--- src/rtl/fcnt_pkg.sv ---
package fcnt_pkg;

  typedef logic [3:0] bcd_t;
  typedef logic [6:0] seg7_t;   // bit 0 = a ... bit 6 = g

  function automatic seg7_t bcd_to_seg(input bcd_t d);
    seg7_t s;
    case (d)
      4'd0:    s = 7'h3F;
      4'd1:    s = 7'h06;
      4'd2:    s = 7'h5B;
      4'd3:    s = 7'h4F;
      4'd4:    s = 7'h66;
      4'd5:    s = 7'h6D;
      4'd6:    s = 7'h7D;
      4'd7:    s = 7'h07;
      4'd8:    s = 7'h7F;
      4'd9:    s = 7'h6F;
      default: s = 7'h00;
    endcase
    return s;
  endfunction

endpackage

--- src/rtl/fcnt_timebase.sv ---
// Sample-gate generator: a free-running period counter split into a gate
// phase and a hold phase; issues a one-cycle latch request in the first
// hold cycle, after the last counted edge has settled into the chain.
module fcnt_timebase #(
  parameter int unsigned GATE_CYCLES = 5_000_000,
  parameter int unsigned HOLD_CYCLES = 50_000
) (
  input  logic clk,
  input  logic rst,
  output logic meas_n_o,
  output logic latch_o
);
  localparam int unsigned PERIOD = GATE_CYCLES + HOLD_CYCLES;
  localparam int unsigned TW     = $clog2(PERIOD);
  localparam logic [TW-1:0] T_LAST  = TW'(PERIOD - 1);
  localparam logic [TW-1:0] T_GEND  = TW'(GATE_CYCLES - 1);
  localparam logic [TW-1:0] T_LATCH = TW'(GATE_CYCLES);

  logic [TW-1:0] tcnt_q;
  logic [TW-1:0] tcnt_nx;
  logic          meas_n_q;

  always_comb begin
    tcnt_nx = (tcnt_q == T_LAST) ? '0 : tcnt_q + 1'b1;
  end

  // reset parks the counter on the last hold cycle so that the first
  // edge after release opens a full gate
  always_ff @(posedge clk) begin
    if (rst) begin
      tcnt_q   <= T_LAST;
      meas_n_q <= 1'b1;
    end else begin
      tcnt_q   <= tcnt_nx;
      meas_n_q <= !(tcnt_nx <= T_GEND);
    end
  end

  assign meas_n_o = meas_n_q;
  assign latch_o  = meas_n_q && (tcnt_q == T_LATCH);

endmodule

--- src/rtl/fcnt_edge_sync.sv ---
// Brings the asynchronous count input into the clock domain and
// produces a single-cycle pulse per rising edge.
module fcnt_edge_sync #(
  parameter int unsigned SYNC_STAGES = 2
) (
  input  logic clk,
  input  logic rst,
  input  logic async_i,
  output logic rise_o
);
  localparam int unsigned DW = SYNC_STAGES + 1;

  logic [DW-1:0] shf_q;

  always_ff @(posedge clk) begin
    if (rst) shf_q <= '0;
    else     shf_q <= {shf_q[DW-2:0], async_i};
  end

  assign rise_o = shf_q[DW-2] & ~shf_q[DW-1];

endmodule

--- src/rtl/fcnt_bcd_chain.sv ---
// Cascade of decimal decades plus the result register shown on the
// display. A latch request copies the running count and clears it.
module fcnt_bcd_chain #(
  parameter int unsigned NUM_DEC = 7
) (
  input  logic                 clk,
  input  logic                 rst,
  input  logic                 inc_i,
  input  logic                 latch_i,
  output logic [NUM_DEC*4-1:0] res_o
);
  logic [NUM_DEC-1:0]   cy;
  logic [NUM_DEC*4-1:0] run_w;
  logic [NUM_DEC*4-1:0] res_q;

  assign cy[0] = inc_i;

  for (genvar i = 0; i < NUM_DEC; i++) begin : g_dec
    logic [3:0] d_q;

    always_ff @(posedge clk) begin
      if (rst || latch_i)  d_q <= '0;
      else if (cy[i])      d_q <= (d_q == 4'd9) ? 4'd0 : d_q + 4'd1;
    end

    assign run_w[i*4 +: 4] = d_q;

    if (i < NUM_DEC - 1) begin : g_cy
      assign cy[i+1] = cy[i] & (d_q == 4'd9);
    end
  end

  always_ff @(posedge clk) begin
    if (rst)          res_q <= '0;
    else if (latch_i) res_q <= run_w;
  end

  assign res_o = res_q;

endmodule

--- src/rtl/fcnt_scan.sv ---
// Display multiplexer: per slot a blank phase, a segment set-up phase and
// a lit phase with one cathode pulled low. The pattern is captured once
// per slot, so a result update never alters a digit that is lit.
module fcnt_scan
  import fcnt_pkg::*;
#(
  parameter int unsigned NUM_POS      = 8,
  parameter int unsigned SLOT_CYCLES  = 12_500,
  parameter int unsigned BLANK_CYCLES = 250,
  parameter int unsigned SETUP_CYCLES = 125,
  parameter int unsigned DP_POS       = 4
) (
  input  logic                     clk,
  input  logic                     rst,
  input  logic [(NUM_POS-1)*4-1:0] res_i,
  output logic [NUM_POS-1:0]       dig_n_o,
  output seg7_t                    seg_o,
  output logic                     dp_o
);
  localparam int unsigned SW = $clog2(SLOT_CYCLES);
  localparam int unsigned PW = (NUM_POS > 1) ? $clog2(NUM_POS) : 1;
  localparam logic [SW-1:0] S_LAST = SW'(SLOT_CYCLES - 1);
  localparam logic [SW-1:0] S_LOAD = SW'(BLANK_CYCLES);
  localparam logic [SW-1:0] S_FIRE = SW'(BLANK_CYCLES + SETUP_CYCLES);
  localparam logic [PW-1:0] P_LAST = PW'(NUM_POS - 1);
  localparam logic [PW-1:0] P_DP   = PW'(DP_POS);
  localparam logic [NUM_POS-1:0] ONE = NUM_POS'(1);

  logic [SW-1:0]      slot_q;
  logic [PW-1:0]      pos_q;
  bcd_t               cur_d;
  logic [NUM_POS-1:0] dig_n_q;
  seg7_t              seg_q;
  logic               dp_q;

  // decade for the current position; position 0 has none
  always_comb begin
    cur_d = '0;
    for (int k = 1; k < NUM_POS; k++) begin
      if (pos_q == PW'(k)) cur_d = res_i[(k-1)*4 +: 4];
    end
  end

  always_ff @(posedge clk) begin
    if (rst) begin
      slot_q  <= '0;
      pos_q   <= '0;
      dig_n_q <= '1;
      seg_q   <= '0;
      dp_q    <= 1'b0;
    end else begin
      slot_q <= (slot_q == S_LAST) ? '0 : slot_q + 1'b1;
      if (slot_q == S_LAST) pos_q <= (pos_q == P_LAST) ? '0 : pos_q + 1'b1;

      if (slot_q < S_LOAD) begin
        seg_q   <= '0;
        dp_q    <= 1'b0;
        dig_n_q <= '1;
      end else if (slot_q == S_LOAD) begin
        seg_q   <= (pos_q != '0) ? bcd_to_seg(cur_d) : '0;
        dp_q    <= (pos_q == P_DP);
        dig_n_q <= '1;
      end else if (slot_q >= S_FIRE && pos_q != '0) begin
        dig_n_q <= ~(ONE << pos_q);
      end
    end
  end

  assign dig_n_o = dig_n_q;
  assign seg_o   = seg_q;
  assign dp_o    = dp_q;

endmodule

--- src/rtl/gated_freq_meter.sv ---
module gated_freq_meter
  import fcnt_pkg::*;
#(
  parameter int unsigned CLK_HZ       = 50_000_000,
  parameter int unsigned GATE_MS      = 100,
  parameter int unsigned HOLD_CYCLES  = 50_000,
  parameter int unsigned REFRESH_HZ   = 500,
  parameter int unsigned NUM_POS      = 8,
  parameter int unsigned BLANK_CYCLES = 250,
  parameter int unsigned SETUP_CYCLES = 125,
  parameter int unsigned DP_POS       = 4,
  parameter int unsigned SYNC_STAGES  = 2
) (
  input  logic               clk,
  input  logic               rst,
  input  logic               cnt_in,
  output logic               meas_n,
  output logic [NUM_POS-1:0] dig_n,
  output logic [6:0]         seg,
  output logic               dp
);
  localparam int unsigned GATE_CYCLES = CLK_HZ / 1000 * GATE_MS;
  localparam int unsigned SLOT_CYCLES = CLK_HZ / (REFRESH_HZ * NUM_POS);
  localparam int unsigned NUM_DEC     = NUM_POS - 1;

  logic                 latch;
  logic                 rise;
  logic [NUM_DEC*4-1:0] res;

  fcnt_timebase #(
    .GATE_CYCLES(GATE_CYCLES),
    .HOLD_CYCLES(HOLD_CYCLES)
  ) tb_i (
    .clk(clk), .rst(rst), .meas_n_o(meas_n), .latch_o(latch)
  );

  fcnt_edge_sync #(
    .SYNC_STAGES(SYNC_STAGES)
  ) sync_i (
    .clk(clk), .rst(rst), .async_i(cnt_in), .rise_o(rise)
  );

  fcnt_bcd_chain #(
    .NUM_DEC(NUM_DEC)
  ) chain_i (
    .clk(clk), .rst(rst), .inc_i(rise & ~meas_n), .latch_i(latch), .res_o(res)
  );

  fcnt_scan #(
    .NUM_POS(NUM_POS),
    .SLOT_CYCLES(SLOT_CYCLES),
    .BLANK_CYCLES(BLANK_CYCLES),
    .SETUP_CYCLES(SETUP_CYCLES),
    .DP_POS(DP_POS)
  ) scan_i (
    .clk(clk), .rst(rst), .res_i(res), .dig_n_o(dig_n), .seg_o(seg), .dp_o(dp)
  );

endmodule

--- config.mk ---
export PLATFORM = sky130hd
export DESIGN_NAME = gated_freq_meter
export DESIGN_NICKNAME = d
export VERILOG_FILES = /design/src/rtl/fcnt_pkg.sv /design/src/rtl/fcnt_timebase.sv /design/src/rtl/fcnt_edge_sync.sv /design/src/rtl/fcnt_bcd_chain.sv /design/src/rtl/fcnt_scan.sv /design/src/rtl/gated_freq_meter.sv
export SDC_FILE = /design/constraint.sdc
export NUM_CORES = 1
export LEC_CHECK = 0
export BUFFER_PORTS_ARGS = -buffer_cell sky130_fd_sc_hd__buf_2
export CAP_MARGIN = 30
export CORE_ASPECT_RATIO = 1.75
export CORE_UTILIZATION = 55
export DETAILED_ROUTE_END_ITERATION = 8
export GPL_ROUTABILITY_DRIVEN = 0
export PLACE_DENSITY = 0.78
export SYNTH_ARGS = -nofsm -noshare
export SYNTH_HDL_FRONTEND = slang
export SYNTH_HIERARCHICAL = 1
export SYNTH_SLANG_ARGS = --single-unit
--- constraint.sdc ---
create_clock -name clk -period 7.9 [get_ports clk]
set_clock_uncertainty 0.2 [all_clocks]
set_input_delay 1.58 -clock clk [delete_from_list [all_inputs] [get_ports clk]]
set_output_delay 1.58 -clock clk [all_outputs]
set_load 0.05 [all_outputs]
Word-level counts from Yosys, hierarchy flattened
Memories as Yosys holds them, arrays and structs flattened.
Index checks and enable logic that the tools add are counted.
{"block": "totals", "inputBits": 3, "mem_count": 1, "out_inout_bits": 17, "wordCells": 85, "latch_bits": 0, "ramBits": 0, "rom_bits": 112, "reg_bits": 116}
{"block": "classes", "n_shift": 1, "reduce_logical": 8, "eq_ne": 18, "n_div": 0, "mux": 17, "bitwise_logic": 11, "n_lt_le_gt_ge": 3, "multipliers": 0, "add_sub_neg": 10}
{"memory": "(no name shown)", "depth": 16, "width": 7, "read_ports": 1, "rd_clocked_by_memory_dff": 0, "wr": 0, "line": "fcnt_pkg.sv:8", "text": "case (d)"}
{"cell": "2-to-1 mux 4 bit", "count": 14}
{"cell": "equality test 23 bit, second input constant", "count": 2}
{"cell": "adder 4 x 1 -> 4 bit, second input constant", "count": 7}
{"cell": "equality test 4 bit, second input constant", "count": 7}
{"cell": "adder 23 x 1 -> 23 bit, second input constant", "count": 1}
{"cell": "<= comparator 23 bit, second input constant", "count": 1}
{"cell": "2-to-1 mux 23 bit", "count": 1}
{"cell": "adder 14 x 1 -> 14 bit, second input constant", "count": 1}
{"cell": "equality test 14 bit, second input constant", "count": 1}
{"cell": "equality test 14 x 8 -> 1 bit, second input constant", "count": 1}
{"cell": ">= comparator 14 x 9 -> 1 bit, second input constant", "count": 1}
{"cell": "less-than comparator 14 x 8 -> 1 bit, second input constant", "count": 1}
{"cell": "equality test 3 bit, second input constant", "count": 4}
{"cell": "AND 1 bit", "count": 8}
{"cell": "inverter 8 bit", "count": 1}
{"cell": "<< shifter 1 x 3 -> 8 bit, first input constant", "count": 1}
{"cell": "2-to-1 mux 7 bit", "count": 1}
{"cell": "equality test 3 x 2 -> 1 bit, second input constant", "count": 2}
{"cell": "OR reduction 2 bit", "count": 2}
{"cell": "adder 3 x 1 -> 3 bit, second input constant", "count": 1}
{"cell": "equality test 3 x 1 -> 1 bit, second input constant", "count": 1}
{"cell": "2-to-1 mux 3 bit", "count": 1}
{"cell": "nonzero test 3 bit", "count": 1}
{"cell": "OR reduction 3 bit", "count": 1}
{"cell": "other kinds (4)", "count": 6}

Depth between registers and ports, before layout
An unclocked memory read counts as a cell.
{"block": "depth", "depth_word": 10, "mapped_depth": 12, "mapped_depth_nobuf": 11}

Cells and area by module
The synthesis kept the hierarchy.
{"module": "fcnt_bcd_chain", "cells_each": 268, "seq_area_each_um2": 1121.1, "n_inst": 1, "area_each_um2": 2474.9}
{"module": "fcnt_scan", "cells_each": 231, "seq_area_each_um2": 660.6, "n_inst": 1, "area_each_um2": 2023.2}
{"module": "fcnt_timebase", "cells_each": 191, "seq_area_each_um2": 480.5, "n_inst": 1, "area_each_um2": 1606.5}
{"module": "fcnt_edge_sync", "cells_each": 7, "seq_area_each_um2": 60.1, "n_inst": 1, "area_each_um2": 87.6}
{"module": "gated_freq_meter", "cells_each": 1, "seq_area_each_um2": 0.0, "n_inst": 1, "area_each_um2": 13.8}

Worst setup path after synthesis
OpenSTA, ideal clock, no wires.
{"block": "synth_path", "kind": "reg-to-reg", "from": "register scan_i.pos_q[2]", "to": "register scan_i.seg_q[3], in the netlist scan_i/seg_o[3]", "n_path_buf": 2, "synth_period_minus_slack_ns": 2.755, "path_stages_with_launch": 13, "setup_ns": 0.079, "required_ns": 7.621, "slack_ns": 5.145, "t_arrival_ns": 2.476, "cell_sequence": "dfxtp_1 > buf_2 > inv_2 > ha_1 > buf_6 > nor4b_4 > a221oi_1 > o2bb2ai_1 > a2bb2oi_1 > inv_1 > ha_1 > and2_1 > o211ai_1"}
{"block": "synth_via", "elab_chain_len": 10, "elab_cells_between_ends": 17, "cone_classes": "eq/ne: 7; mux: 8; reduce/logical: 1; memory: 1"}
{"element": "start, declared", "line": "fcnt_scan.sv:30", "text": "logic [PW-1:0] pos_q;"}
{"element": "start signal, assigned", "line": "fcnt_scan.sv:53", "text": "if (slot_q == S_LAST) pos_q <= (pos_q == P_LAST) ? '0 : pos_q + 1'b1;"}
{"element": "equality test 3 x 1 -> 1 bit", "line": "fcnt_scan.sv:40", "text": "if (pos_q == PW'(k)) cur_d = res_i[(k-1)*4 +: 4];"}
{"element": "2-to-1 mux 4 bit (7 in a row)", "line": "fcnt_scan.sv:40"}
{"element": "memory read (16 x 7 bit)"}
{"element": "2-to-1 mux 7 bit (*)", "line": "fcnt_scan.sv:60", "text": "seg_q <= (pos_q != '0) ? bcd_to_seg(cur_d) : '0;"}
{"element": "end signal, assigned", "line": "fcnt_scan.sv:60"}
{"element": "end, declared", "line": "fcnt_scan.sv:33", "text": "seg7_t seg_q;"}
Mark *: on every way between the ends. The rest lies on a longest branch, timed or not.
A chain may end at the register's enable or synchronous reset.

Worst setup path after layout
{"block": "layout_path", "from": "register scan_i.pos_q[2]", "to": "register scan_i.seg_q[1], in the netlist scan_i/seg_o[1]"}
The elaborated chain is that of the path after synthesis.

==> load_flow_metrics.sql <==
INSERT INTO impl_metrics (metric_group, metric, value, unit) VALUES
('floorplanning', 'floorplan.core_area', '0.0110', 'mm^2'),
('timing', 'finalHoldWorstSlack', '243', 'ps'),
('floorplanning', 'row_count', '51', ''),
('clock_network', 'cts_setup_buffers', '0', ''),
('timing', 'finalHoldViolations', '0', ''),
('placed_design', 'place.port_buffers', '19', ''),
('logic_synthesis', 'synthesis.area', '0.00621', 'mm^2'),
('logic_synthesis', 'synthDistinctLibCells', '89', ''),
('floorplanning', 'die_height', '143', 'um'),
('floorplanning', 'start_util', '0.562', ''),
('routing', 'post_route_wl', '14.4', 'mm'),
('cells_and_area', 'final_layout_size_suffix_gt1_frac', '0.126', ''),
('logic_synthesis', 'synth.net_count', '716', ''),
('timing', 'post_route_minimum_period', '3430', 'ps'),
('setup_path', 'critical_path_class', 'reg2reg', ''),
('clock_network', 'tritoncts', 'done', ''),
('logic_synthesis', 'post_synth_inst_count', '698', ''),
('grt', 'grt_start_max_net_pins', '50', ''),
('clock_network', 'cts_root_buf', 'clkbuf_16', ''),
('outcome', 'status', 'complete, no violations', ''),
('clock_network', 'clkSlewWorstSetupHoldPaths', '50', 'ps'),
('timing', 'timing.final.setup_violations', '0', ''),
('logic_synthesis', 'synth_enable_flop_cells', '0', ''),
('floorplanning', 'die_footprint', '0.0117', 'mm^2'),
('worst_hold_path', 'holdCritPathClass', 'reg2reg', ''),
('setup_path', 'path_max_fanout', '15', ''),
('clock_network', 'ctsHoldBuffers', '0', ''),
('clock_network', 'cts_htree_levels', '4', ''),
('logic_synthesis', 'synth.yosys.warnings', '6', ''),
('logic_synthesis', 'synth_compound_gate_area_share', '0.135', ''),
('logic_synthesis', 'dominantRegCellSynth', 'dfxtp_1', ''),
('grt', 'overflow', '0', ''),
('timing', 'fin_setup_tns', '0', 'ps'),
('power', 'leakage_dissipation', '0.00252', 'uW'),
('cells_and_area', 'area_growth', '10.1', '%'),
('logic_synthesis', 'synth.ff_latch_count', '116', ''),
('logic_synthesis', 'yosys.area_share.simple', '0.291', ''),
('grt', 'antenna_violations_before_repair', '0', ''),
('routing', 'detail-route-antenna-nets', '0', ''),
('cells_and_area', 'design.final.nets', '723', ''),
('timing', 'grt_setup_unrepaired', 'no', ''),
('routing', 'route.detailed.vias_per_inst', '6.12', ''),
('routing', 'dr.first_iter.drc_count', '313', ''),
('setup_path', 'worst_ep_required_time', '7990', 'ps'),
('grt', 'grt_first_pass_wirelength', '23.5', 'mm'),
('grt', 'gr-usage-all-layers', '0.262', ''),
('routing', 'detail_route.wl_per_cell', '17.0', 'um'),
('power', 'max-vdd-ir-drop', '0.196', 'mV'),
('floorplanning', 'floorplan.die.width', '82.3', 'um'),
('setup_path', 'critPathCaptureType', 'register', ''),
('cells_and_area', 'antennaDiodeCount', '0', ''),
('timing', 'layout_worst_path_cycle_share', '0.434', ''),
('logic_synthesis', 'synth_area_per_cell', '8.89', 'um^2'),
('placed_design', 'place.detailed.hpwl', '10.2', 'mm'),
('logic_synthesis', 'synth_fa_ha_area_frac', '0.0302', ''),
('setup_path', 'worst-endpoint-arrival', '3520', 'ps'),
('power', 'cellPowerDensity', '244', 'mW/mm^2'),
('logic_synthesis', 'synth.area.mux_share', '0.0550', ''),
('setup_path', 'max_stage_delay', '700', 'ps'),
('clock_network', 'cts_made_buffers', '17', ''),
('logic_synthesis', 'seq_area_frac_synth', '0.374', ''),
('clock_network', 'clock_tree.buffer_depth', '2', ''),
('grt', 'grt_pass1_vias', '5136', ''),
('routing', 'remaining_drc_errors', '0', ''),
('timing', 'transition_time_at_the_pin_with_the_least_slew_margin', '870', 'ps'),
('setup_path', 'setup_slack_of_the_worst_register_to_register_path', '4470', 'ps'),
('setup_path', 'critical_path.startpoint_type', 'register', ''),
('clock_network', 'insertion_delay', '410', 'ps'),
('setup_path', 'critPathSlowestCell', 'dfxtp_1', ''),
('logic_synthesis', 'ys_async_sr_fraction', '0', ''),
('routing', 'pre_antenna_drt_iters', '5', '');
[kinds of logic after synthesis]
kind of cell,count (synthesis)
compound gates,124
xor+xnor,40
fa+ha+maj,15
buf+inv,58
flops,116
mux,34
simple gates,311
[routing by layer]
layer  wire length, um  part of all wire  track usage
met1              5250              0.36        0.249
met2              8130              0.56        0.490
met3               524             0.036       0.0686
met4               499             0.035        0.138
met5                 0                 0            0
[state kept, by name (all words and copies together) (netlist names)]
name and flops:
chain_i/g_dec.d_q 28, chain_i/res_o 28, scan_i/dig_n_o 8, scan_i/dp_o 1
scan_i/pos_q 3, scan_i/seg_o 7, scan_i/slot_q 14, sync_i/shf_q 3
tb_i/meas_n_o 1, tb_i/tcnt_q 23
[through the flow]
stage                     total power, uW  setup slack, ps  utilization  instances  cell area, um^2
after floorplan                       843             5150            -        698             6210
after global placement                883             4460        0.563        817             6210
after detailed placement              891             4420        0.564        818             6220
after CTS                            1680             4540        0.619        849             6830
after global routing                 1730             4240        0.619        849             6830
final                                1670             4470        0.619        849             6830
[final timing paths]
path                                  start                        endpoint  cells after the start
min          scan_i/dig_n_o[0]$_SDFFE_PP1P_  scan_i/dig_n_o[0]$_SDFFE_PP1P_                      1
max reg2reg    scan_i/pos_q[2]$_SDFFE_PP0P_    scan_i/seg_o[1]$_SDFFE_PP0P_                     10
min reg2reg  scan_i/dig_n_o[0]$_SDFFE_PP1P_  scan_i/dig_n_o[0]$_SDFFE_PP1P_                      1
max            scan_i/pos_q[2]$_SDFFE_PP0P_    scan_i/seg_o[1]$_SDFFE_PP0P_                     10
[critical path, delay by kind of cell, from the launching register on]
family          cells  cell delay, ps
compound gates      3             750
fa+ha+maj           2             730
buf+inv             2             330
flops               1             700
simple gates        3             590
[layout make-up]
type | instances | area (um^2) | area share
clock buffer | 23 | 488 | 0.0714
clock inverter | 8 | 124 | 0.0181
inverter | 25 | 93.8 | 0.0137
multi-input combinational | 524 | 3530 | 0.517
sequential | 116 | 2320 | 0.340
tap | 132 | 165 | 0.0242
timing repair buffer | 21 | 110 | 0.0161
[cells in the final DEF (no fill, tap or decap), types with 10 or more instances in the layout]
cell,synthesis,final
a21oi_1,28,28
and2_1,10,10
buf_2,7,19
clkbuf_16,0,17
dfxtp_1,116,116
ha_1,15,15
inv_1,24,24
mux2i_1,33,33
nand2_1,51,51
nand3_1,34,34
nand4_1,17,17
nor2_1,85,84
nor2b_1,15,15
nor3_1,12,12
o21ai_0,32,32
xnor2_1,21,21
xor2_1,19,19
[Yosys cell counts (all sizes together), types with 15 or more instances]
cell	instances	area (um^2)
buf	18	121
xor2	19	166
nand2	51	191
nand4	20	170
dfxtp	116	2320
nor2	85	319
nor2b	17	116
xnor2	21	184
ha	15	188
o21ai	34	170
inv	25	93.8
a21oi	29	149
nand3	35	180
mux2i	33	330
[report_power, final]
part	internal, uW	total (uW)	leakage (uW)	switching (uW)
sequential	615	669	0.000938	53.6
combinational	82.1	216	0.00129	134
clock	526	785	0.000295	258
Power figures use the tool's default switching activity.
